$ cat config.mk
export PLATFORM = sky130hd
export DESIGN_NAME = dcas_dram_decoder
export DESIGN_NICKNAME = d
export VERILOG_FILES = /design/src/rtl/dcas_pkg.sv /design/src/rtl/dcas_sampler.sv /design/src/rtl/dcas_cycle_ctrl.sv /design/src/rtl/dcas_lane_mem.sv /design/src/rtl/dcas_dram_decoder.sv
export SDC_FILE = /design/constraint.sdc
export NUM_CORES = 2
export LEC_CHECK = 0
export BUFFER_PORTS_ARGS = -buffer_cell sky130_fd_sc_hd__buf_2
export CORE_MARGIN = 2
export CORE_UTILIZATION = 65
export DETAILED_ROUTE_END_ITERATION = 6
export GPL_ROUTABILITY_DRIVEN = 1
export PLACE_DENSITY = 0.79
export SYNTH_ARGS = -nofsm -noshare
export SYNTH_HDL_FRONTEND = slang
export SYNTH_SLANG_ARGS = --single-unit
export TNS_END_PERCENT = 100
$ cat constraint.sdc
create_clock -name clk -period 8.8 [get_ports clk]
set_input_delay 1.32 -clock clk [delete_from_list [all_inputs] [get_ports clk]]
set_output_delay 1.32 -clock clk [all_outputs]
set_load 0.02 [all_outputs]
$ cat src/rtl/dcas_pkg.sv
package dcas_pkg;
  localparam int LANES = 2;

  typedef enum logic [2:0] {
    CYC_IDLE   = 3'd0,
    CYC_READ   = 3'd1,
    CYC_WRITE  = 3'd2,
    CYC_RDWR   = 3'd3,
    CYC_RONLY  = 3'd4,
    CYC_HIDDEN = 3'd5,
    CYC_CBR    = 3'd6
  } cyc_e;
endpackage

$ cat src/rtl/dcas_sampler.sv
module dcas_sampler import dcas_pkg::*; #(
  parameter int ADDR_W = 4,
  parameter int DQ_W   = 16
) (
  input  logic              clk,
  input  logic              rst,
  input  logic              ras_n,
  input  logic [LANES-1:0]  cas_n,
  input  logic              we_n,
  input  logic              oe_n,
  input  logic [ADDR_W-1:0] addr,
  input  logic [DQ_W-1:0]   din,
  output logic              ras_q,
  output logic [LANES-1:0]  cas_q,
  output logic              we_q,
  output logic              oe_q,
  output logic [ADDR_W-1:0] addr_q,
  output logic [DQ_W-1:0]   din_q,
  output logic              mcas_q,
  output logic              ras_fall,
  output logic              mcas_fall,
  output logic [LANES-1:0]  lane_fall,
  output logic              we_fall
);
  logic             ras_d, we_d;
  logic [LANES-1:0] cas_d;

  always_ff @(posedge clk) begin
    if (rst) begin
      ras_q  <= 1'b1;
      cas_q  <= '1;
      we_q   <= 1'b1;
      oe_q   <= 1'b1;
      addr_q <= '0;
      din_q  <= '0;
      ras_d  <= 1'b1;
      cas_d  <= '1;
      we_d   <= 1'b1;
    end else begin
      ras_q  <= ras_n;
      cas_q  <= cas_n;
      we_q   <= we_n;
      oe_q   <= oe_n;
      addr_q <= addr;
      din_q  <= din;
      ras_d  <= ras_q;
      cas_d  <= cas_q;
      we_d   <= we_q;
    end
  end

  // merged strobe: low as soon as one lane is low, high only when all are high
  always_comb begin
    mcas_q    = &cas_q;
    mcas_fall = (&cas_d) & ~(&cas_q);
    ras_fall  = ras_d & ~ras_q;
    lane_fall = cas_d & ~cas_q;
    we_fall   = we_d & ~we_q;
  end
endmodule

$ cat src/rtl/dcas_cycle_ctrl.sv
module dcas_cycle_ctrl import dcas_pkg::*; #(
  parameter int ADDR_W = 4,
  parameter int DQ_W   = 16
) (
  input  logic                clk,
  input  logic                rst,
  input  logic                ras_q,
  input  logic [LANES-1:0]    cas_q,
  input  logic                we_q,
  input  logic                oe_q,
  input  logic [ADDR_W-1:0]   addr_q,
  input  logic [DQ_W-1:0]     din_q,
  input  logic                mcas_q,
  input  logic                ras_fall,
  input  logic                mcas_fall,
  input  logic [LANES-1:0]    lane_fall,
  input  logic                we_fall,
  output cyc_e                kind,
  output logic                row_open,
  output logic [ADDR_W-1:0]   open_row,
  output logic [2*ADDR_W-1:0] rd_addr,
  output logic [LANES-1:0]    wr_en,
  output logic [2*ADDR_W-1:0] wr_addr,
  output logic [DQ_W-1:0]     wr_data,
  output logic [LANES-1:0]    dout_en
);
  logic [ADDR_W-1:0] row_r, col_r, cnt_r, col_now;
  logic              in_rfsh, open_ok;
  logic [LANES-1:0]  rd_hold, rd_set, wr_go;

  always_comb begin
    open_ok = ~ras_q & ~in_rfsh & ~ras_fall;
    col_now = mcas_fall ? addr_q : col_r;
    for (int l = 0; l < LANES; l++) begin
      rd_set[l] = open_ok & ~cas_q[l] & ~oe_q & we_q;
      wr_go[l]  = open_ok & ~cas_q[l] & ~we_q & (mcas_fall | lane_fall[l] | we_fall);
    end
  end

  assign rd_addr = {row_r, col_r};

  always_ff @(posedge clk) begin
    if (rst) begin
      row_r    <= '0;
      col_r    <= '0;
      cnt_r    <= '0;
      in_rfsh  <= 1'b0;
      kind     <= CYC_IDLE;
      row_open <= 1'b0;
      open_row <= '0;
      rd_hold  <= '0;
      dout_en  <= '0;
      wr_en    <= '0;
      wr_addr  <= '0;
      wr_data  <= '0;
    end else begin
      row_open <= ras_fall;
      wr_en    <= wr_go;
      wr_addr  <= {row_r, col_now};
      wr_data  <= din_q;
      for (int l = 0; l < LANES; l++) begin
        rd_hold[l] <= ~cas_q[l] & (rd_hold[l] | rd_set[l]);
        dout_en[l] <= rd_hold[l] & ~cas_q[l] & ~oe_q & we_q;
      end
      if (ras_q) in_rfsh <= 1'b0;
      else if (ras_fall && !mcas_q) in_rfsh <= 1'b1;
      if (ras_fall) begin
        open_row <= mcas_q ? addr_q : cnt_r;
        if (mcas_q) row_r <= addr_q;
        else        cnt_r <= cnt_r + ADDR_W'(1);
      end
      if (open_ok && mcas_fall) col_r <= addr_q;
      if (ras_q && mcas_q)            kind <= CYC_IDLE;
      else if (ras_fall)              kind <= mcas_q ? CYC_RONLY : ((|rd_hold) ? CYC_HIDDEN : CYC_CBR);
      else if (open_ok && mcas_fall)  kind <= we_q ? CYC_READ : CYC_WRITE;
      else if (open_ok && we_fall && kind == CYC_READ) kind <= CYC_RDWR;
    end
  end

  AST_CNT_STEP: assert property (@(posedge clk) disable iff (rst)
    (cnt_r != $past(cnt_r)) |-> (cnt_r == ADDR_W'($past(cnt_r) + ADDR_W'(1))));
  AST_OPEN_PULSE: assert property (@(posedge clk) disable iff (rst)
    row_open |=> !row_open);
  AST_CBR_HIZ: assert property (@(posedge clk) disable iff (rst)
    (kind == CYC_CBR) |-> (dout_en == '0));
endmodule

$ cat src/rtl/dcas_lane_mem.sv
module dcas_lane_mem #(
  parameter int AW = 8,
  parameter int DW = 8
) (
  input  logic          clk,
  input  logic          wr_en,
  input  logic [AW-1:0] wr_addr,
  input  logic [DW-1:0] wr_data,
  input  logic [AW-1:0] rd_addr,
  output logic [DW-1:0] rd_data
);
  localparam int DEPTH = 1 << AW;
  logic [DW-1:0] mem [DEPTH];

  always_ff @(posedge clk) begin
    if (wr_en) mem[wr_addr] <= wr_data;
    rd_data <= mem[rd_addr];
  end
endmodule

$ cat src/rtl/dcas_dram_decoder.sv
module dcas_dram_decoder import dcas_pkg::*; #(
  parameter int ADDR_W = 4,
  parameter int LANE_W = 8
) (
  input  logic                clk,
  input  logic                rst,
  input  logic                ras_n,
  input  logic                lcas_n,
  input  logic                ucas_n,
  input  logic                we_n,
  input  logic                oe_n,
  input  logic [ADDR_W-1:0]   addr,
  input  logic [2*LANE_W-1:0] din,
  output logic [2*LANE_W-1:0] dout,
  output logic [1:0]          dout_en,
  output logic [2:0]          cyc_kind,
  output logic                row_open,
  output logic [ADDR_W-1:0]   open_row
);
  localparam int DQ_W = LANES * LANE_W;
  localparam int MA_W = 2 * ADDR_W;

  logic              ras_q, we_q, oe_q, mcas_q, ras_fall, mcas_fall, we_fall;
  logic [LANES-1:0]  cas_q, lane_fall, wr_en, en_w;
  logic [ADDR_W-1:0] addr_q;
  logic [DQ_W-1:0]   din_q, wr_data;
  logic [MA_W-1:0]   rd_addr, wr_addr;
  cyc_e              kind_w;

  dcas_sampler #(.ADDR_W(ADDR_W), .DQ_W(DQ_W)) u_smp (
    .clk(clk), .rst(rst), .ras_n(ras_n), .cas_n({ucas_n, lcas_n}),
    .we_n(we_n), .oe_n(oe_n), .addr(addr), .din(din),
    .ras_q(ras_q), .cas_q(cas_q), .we_q(we_q), .oe_q(oe_q),
    .addr_q(addr_q), .din_q(din_q), .mcas_q(mcas_q), .ras_fall(ras_fall),
    .mcas_fall(mcas_fall), .lane_fall(lane_fall), .we_fall(we_fall)
  );

  dcas_cycle_ctrl #(.ADDR_W(ADDR_W), .DQ_W(DQ_W)) u_ctl (
    .clk(clk), .rst(rst), .ras_q(ras_q), .cas_q(cas_q), .we_q(we_q),
    .oe_q(oe_q), .addr_q(addr_q), .din_q(din_q), .mcas_q(mcas_q),
    .ras_fall(ras_fall), .mcas_fall(mcas_fall), .lane_fall(lane_fall),
    .we_fall(we_fall), .kind(kind_w), .row_open(row_open),
    .open_row(open_row), .rd_addr(rd_addr), .wr_en(wr_en),
    .wr_addr(wr_addr), .wr_data(wr_data), .dout_en(en_w)
  );

  for (genvar g = 0; g < LANES; g++) begin : g_lane
    dcas_lane_mem #(.AW(MA_W), .DW(LANE_W)) u_mem (
      .clk(clk), .wr_en(wr_en[g]), .wr_addr(wr_addr),
      .wr_data(wr_data[g*LANE_W +: LANE_W]), .rd_addr(rd_addr),
      .rd_data(dout[g*LANE_W +: LANE_W])
    );
  end

  assign dout_en  = en_w;
  assign cyc_kind = kind_w;

  AST_LO_RD_GATE: assert property (@(posedge clk) disable iff (rst)
    dout_en[0] |-> $past(!lcas_n && !oe_n && we_n, 2));
  AST_HI_RD_GATE: assert property (@(posedge clk) disable iff (rst)
    dout_en[1] |-> $past(!ucas_n && !oe_n && we_n, 2));
  AST_LO_WR_GATE: assert property (@(posedge clk) disable iff (rst)
    wr_en[0] |-> $past(!lcas_n && !ras_n && !we_n, 2));
  AST_HI_WR_GATE: assert property (@(posedge clk) disable iff (rst)
    wr_en[1] |-> $past(!ucas_n && !ras_n && !we_n, 2));
endmodule

==> flow_summary.toml <==
[sta]
setup_viol = 0
worstMarginPinSlew_ns = 1.51
min_period_ns = 5.06
finalSetupTns_ns = 0
slew_headroom_pct = -1.35
finalHoldViolCount = 0
finalCritPeriodShare_pct = 57.5
rsz0062_at_grt = "no"
slew_viol_final = 2
skew_ns = 0.0582
max_freq_mhz = 198

[outcome]
violations = "DRC, capacitance limit, slew limit"
status = "complete, but fails checks"

[finish]
area_delta_synth_final_pct = 9.98
layout.nets = 8018
seq_area_um2 = 125000
drive_above_1_share_pct = 20.8
fin_cells = 11662
fill_cells = 13395
multi_input_area_um2 = 34800

[logic_synthesis]
synth_area_um2 = 162000
synth_top_cell_area_share_pct = 75.8
yosysWarnings = 0
yosysTopAreaCell = "edfxtp_1"
synth-edff-count = 4096
synth_cells = 7883
syn-num-nets = 7911
yosysSeqAreaShare_pct = 76.9
ys_ff_latch = 4192
ys_top_cells_by_area = "edfxtp_1 76%, mux4_2 12%, mux2i_1 3.0%"
async_flop_share_pct = 0
ys.flop_type = "edfxtp_1"
syn_avg_cell_area_um2 = 20.6
ys_types = 68

[setup_path]
cp-start-kind = "flip-flop"
r2r_cells = 10
worst_r2r_startpoint = "u_ctl.col_r[0]$_SDFFE_PP0P_"
required_ns = 9.67
endpoint = "g_lane[0].u_mem.rd_data[2]$_DFF_P_"
critical_path.endpoint_type = "flip-flop"
slowest_delay_ns = 0.83
critPathKind = "reg -> reg"
crit_top_cell = "buf_4"
cp-startpoint = "u_ctl.col_r[0]$_SDFFE_PP0P_"
arrival_ns = 5.93
rrSetupSlack_ns = 3.74
path_max_fanout = 109
crit_path_top_delay_cell = "a2111oi_0"
path_cells = "buf_4 > buf_12 > mux2i_1 > o22a_1 > nand3b_1 > o211ai_1 > a2111oi_0 > buf_4 > nand4_1 > nor4_1"
r2r_end = "g_lane[0].u_mem.rd_data[2]$_DFF_P_"

[clock_tree]
hold_buffers = 0
postCtsSetupBuffers = 0
clock-sinks = 4192
clock_latency_ns = 1.01
numCtsBuffers = 409
postCtsResizedCells = 0
htreeDepth = 5
clkTransAtPathRegs_ns = 0.06
cts_tree = "done"
clk_path_buf_depth = 4
root_buffer = "clkbuf_16"

[route]
drt_iter0_drc = 13376
wl_per_cell_um = 35.5
viasPerCell = 7.17
wl_mm = 414
vias = 83636
drtPass1Iterations = 7
drc = 2
drtAntennaViolNets = 0

[global_routing]
grt_usage_pct = 32.6
antenna_found_initial = 17
grt_max_degree = 233
grt_overflow = 0
grt_pass1_vias = 83408
grt_pass1_wl_mm = 596

[floorplanning]
num_io_pins = 53
dieArea_um2 = 254000
start_util_pct = 65.4
die_x_um = 504
rows = 183
die_y_um = 504
core_area_um2 = 248000

[power]
switching_share_pct = 19.7
netSwitchingPower_mw = 7.80
p_comb_share_pct = 1.1
p_per_area_nw_per_um2 = 222
peakVddDrop_mv = 0.190
clkPwrFrac_pct = 43.5
power_frac_seq_pct = 55.3
p_leak_nw = 53.8
intPower_mw = 31.8

[job]
drv_cap = 1

[place]
io_buffers = 52
place_inst = 10909
gp_congestion = 0.885
hpwl_mm = 230

[worst_hold_path]
hold_class = "reg -> reg"
==> through the flow <==
step | power, mW | instance area, µm² | util [%] | setup WS (ns) | hold slack (ns)
5_1_grt | 40.4 | 179000 | 71.9 | 3.57 | 0.456
6_report | 39.6 | 179000 | 71.9 | 3.74 | 0.442
4_1_cts | 39.6 | 179000 | 71.9 | 3.83 | 0.444
3_5_place_dp | 22.8 | 166000 | 66.6 | 4.09 | 0.434
2_1_floorplan | 22.6 | 162000 | - | 4.57 | 0.414
3_3_place_gp | 22.7 | 166000 | 66.6 | 4.08 | 0.419
==> routing by layer <==
layer	global-route usage [%]	wire (µm)	part of all wire (%)
met1	44.5	143000	34
met2	50.4	197000	48
met3	7.45	49700	12
met4	16.4	23800	5.7
met5	0	139	0.034
==> worst min-delay path by stage <==
stage,from,cells past startpoint,slack [ns],end
6_report,u_smp.din_q[15]$_SDFF_PP0_,1,0.44,u_ctl.wr_data[15]$_SDFF_PP0_
5_1_grt,u_smp.din_q[15]$_SDFF_PP0_,1,0.46,u_ctl.wr_data[15]$_SDFF_PP0_
4_1_cts,u_smp.din_q[15]$_SDFF_PP0_,1,0.44,u_ctl.wr_data[15]$_SDFF_PP0_
3_5_place_dp,u_smp.din_q[15]$_SDFF_PP0_,1,0.43,u_ctl.wr_data[15]$_SDFF_PP0_
3_3_place_gp,u_smp.din_q[14]$_SDFF_PP0_,1,0.42,u_ctl.wr_data[14]$_SDFF_PP0_
2_1_floorplan,u_smp.din_q[0]$_SDFF_PP0_,1,0.41,u_ctl.wr_data[0]$_SDFF_PP0_
==> logic make-up after synthesis <==
| group | synth area share [%] |
|---|---|
| flip-flops | 76.9 |
| multiplexers | 15.3 |
| AND/OR/NAND/NOR | 3.12 |
| AO/OA/AOI/OAI | 2.87 |
| buffers and inverters | 1.79 |
| XOR/XNOR | 0.0162 |
| adder cells (fa/ha/maj) | 0.00770 |
==> sequential cells by signal (all words and copies together) (netlist names), 3 cells and up <==
name,count
g_lane.u_mem.rd_data,16
u_smp.din_q,16
u_ctl.cnt_r,4
u_ctl.row_r,4
u_smp.addr_q,4
u_ctl.col_r,4
u_ctl.wr_data,16
u_ctl.open_row,4
g_lane.u_mem.mem,4096
u_ctl.kind,3
u_ctl.wr_addr,8
==> critical path, delay by kind of cell (launching register included) <==
| kind | cells | cell delay [ns] |
|---|---|---|
| compound gates | 3 | 1.44 |
| buf+inv | 3 | 1.33 |
| simple gates | 3 | 0.94 |
| flops | 1 | 0.80 |
| mux | 1 | 0.18 |
==> cell type report <==
type                            instances  area share (%)
Sequential cell                      4192            70.0
Multi-Input combinational cell       3194            19.5
Clock buffer                          508            6.05
Tap cell                             3330            2.33
Clock inverter                        225            1.22
Timing Repair Buffer                  187           0.881
Antenna cell                           20          0.0280
Inverter                                6          0.0196
==> power by group through the flow <==
stage          registers [mW]  clock network (mW)  logic (mW)
3_3_place_gp             22.3                   0       0.414
4_1_cts                  21.9                17.3       0.437
6_report                 21.9                17.2       0.450
3_5_place_dp             22.3                   0       0.434
2_1_floorplan            22.4                   0       0.126
5_1_grt                  21.9                18.0       0.463
==> synthesized netlist by cell type, drive strengths merged, types with 19 or more instances <==
cell type	instances
mux4	858
clkbuf	234
buf	257
a2111oi	21
nand2	137
mux2	49
edfxtp	4096
mux2i	489
a21oi	84
nor3	147
o21ai	31
o22ai	181
a211oi	19
nor2	654
nor2b	51
o221ai	99
nand3	33
dfxtp	96
a221oi	52
a22oi	44
nor4	27
a22o	32
o211ai	21
==> cells in the final DEF (no fill, tap or decap), drive strengths merged, types with 19 or more instances in the layout <==
cell / Yosys / final
nand3: 33 / 33
nand2: 137 / 137
clkbuf: 234 / 508
a221oi: 52 / 52
buf: 257 / 187
nor3: 147 / 147
mux2i: 489 / 489
nor2: 654 / 654
dfxtp: 96 / 96
a211oi: 19 / 19
o211ai: 21 / 21
a21oi: 84 / 84
o22ai: 181 / 181
a22o: 32 / 32
bufinv: 0 / 41
edfxtp: 4096 / 4096
nor2b: 51 / 51
a22oi: 44 / 44
a2111oi: 21 / 21
o221ai: 99 / 99
mux4: 858 / 858
o21ai: 31 / 31
diode: 0 / 20
mux2: 49 / 49
nor4: 27 / 27
clkinv: 1 / 164
Note: power is estimated with default switching activity, not from simulation.
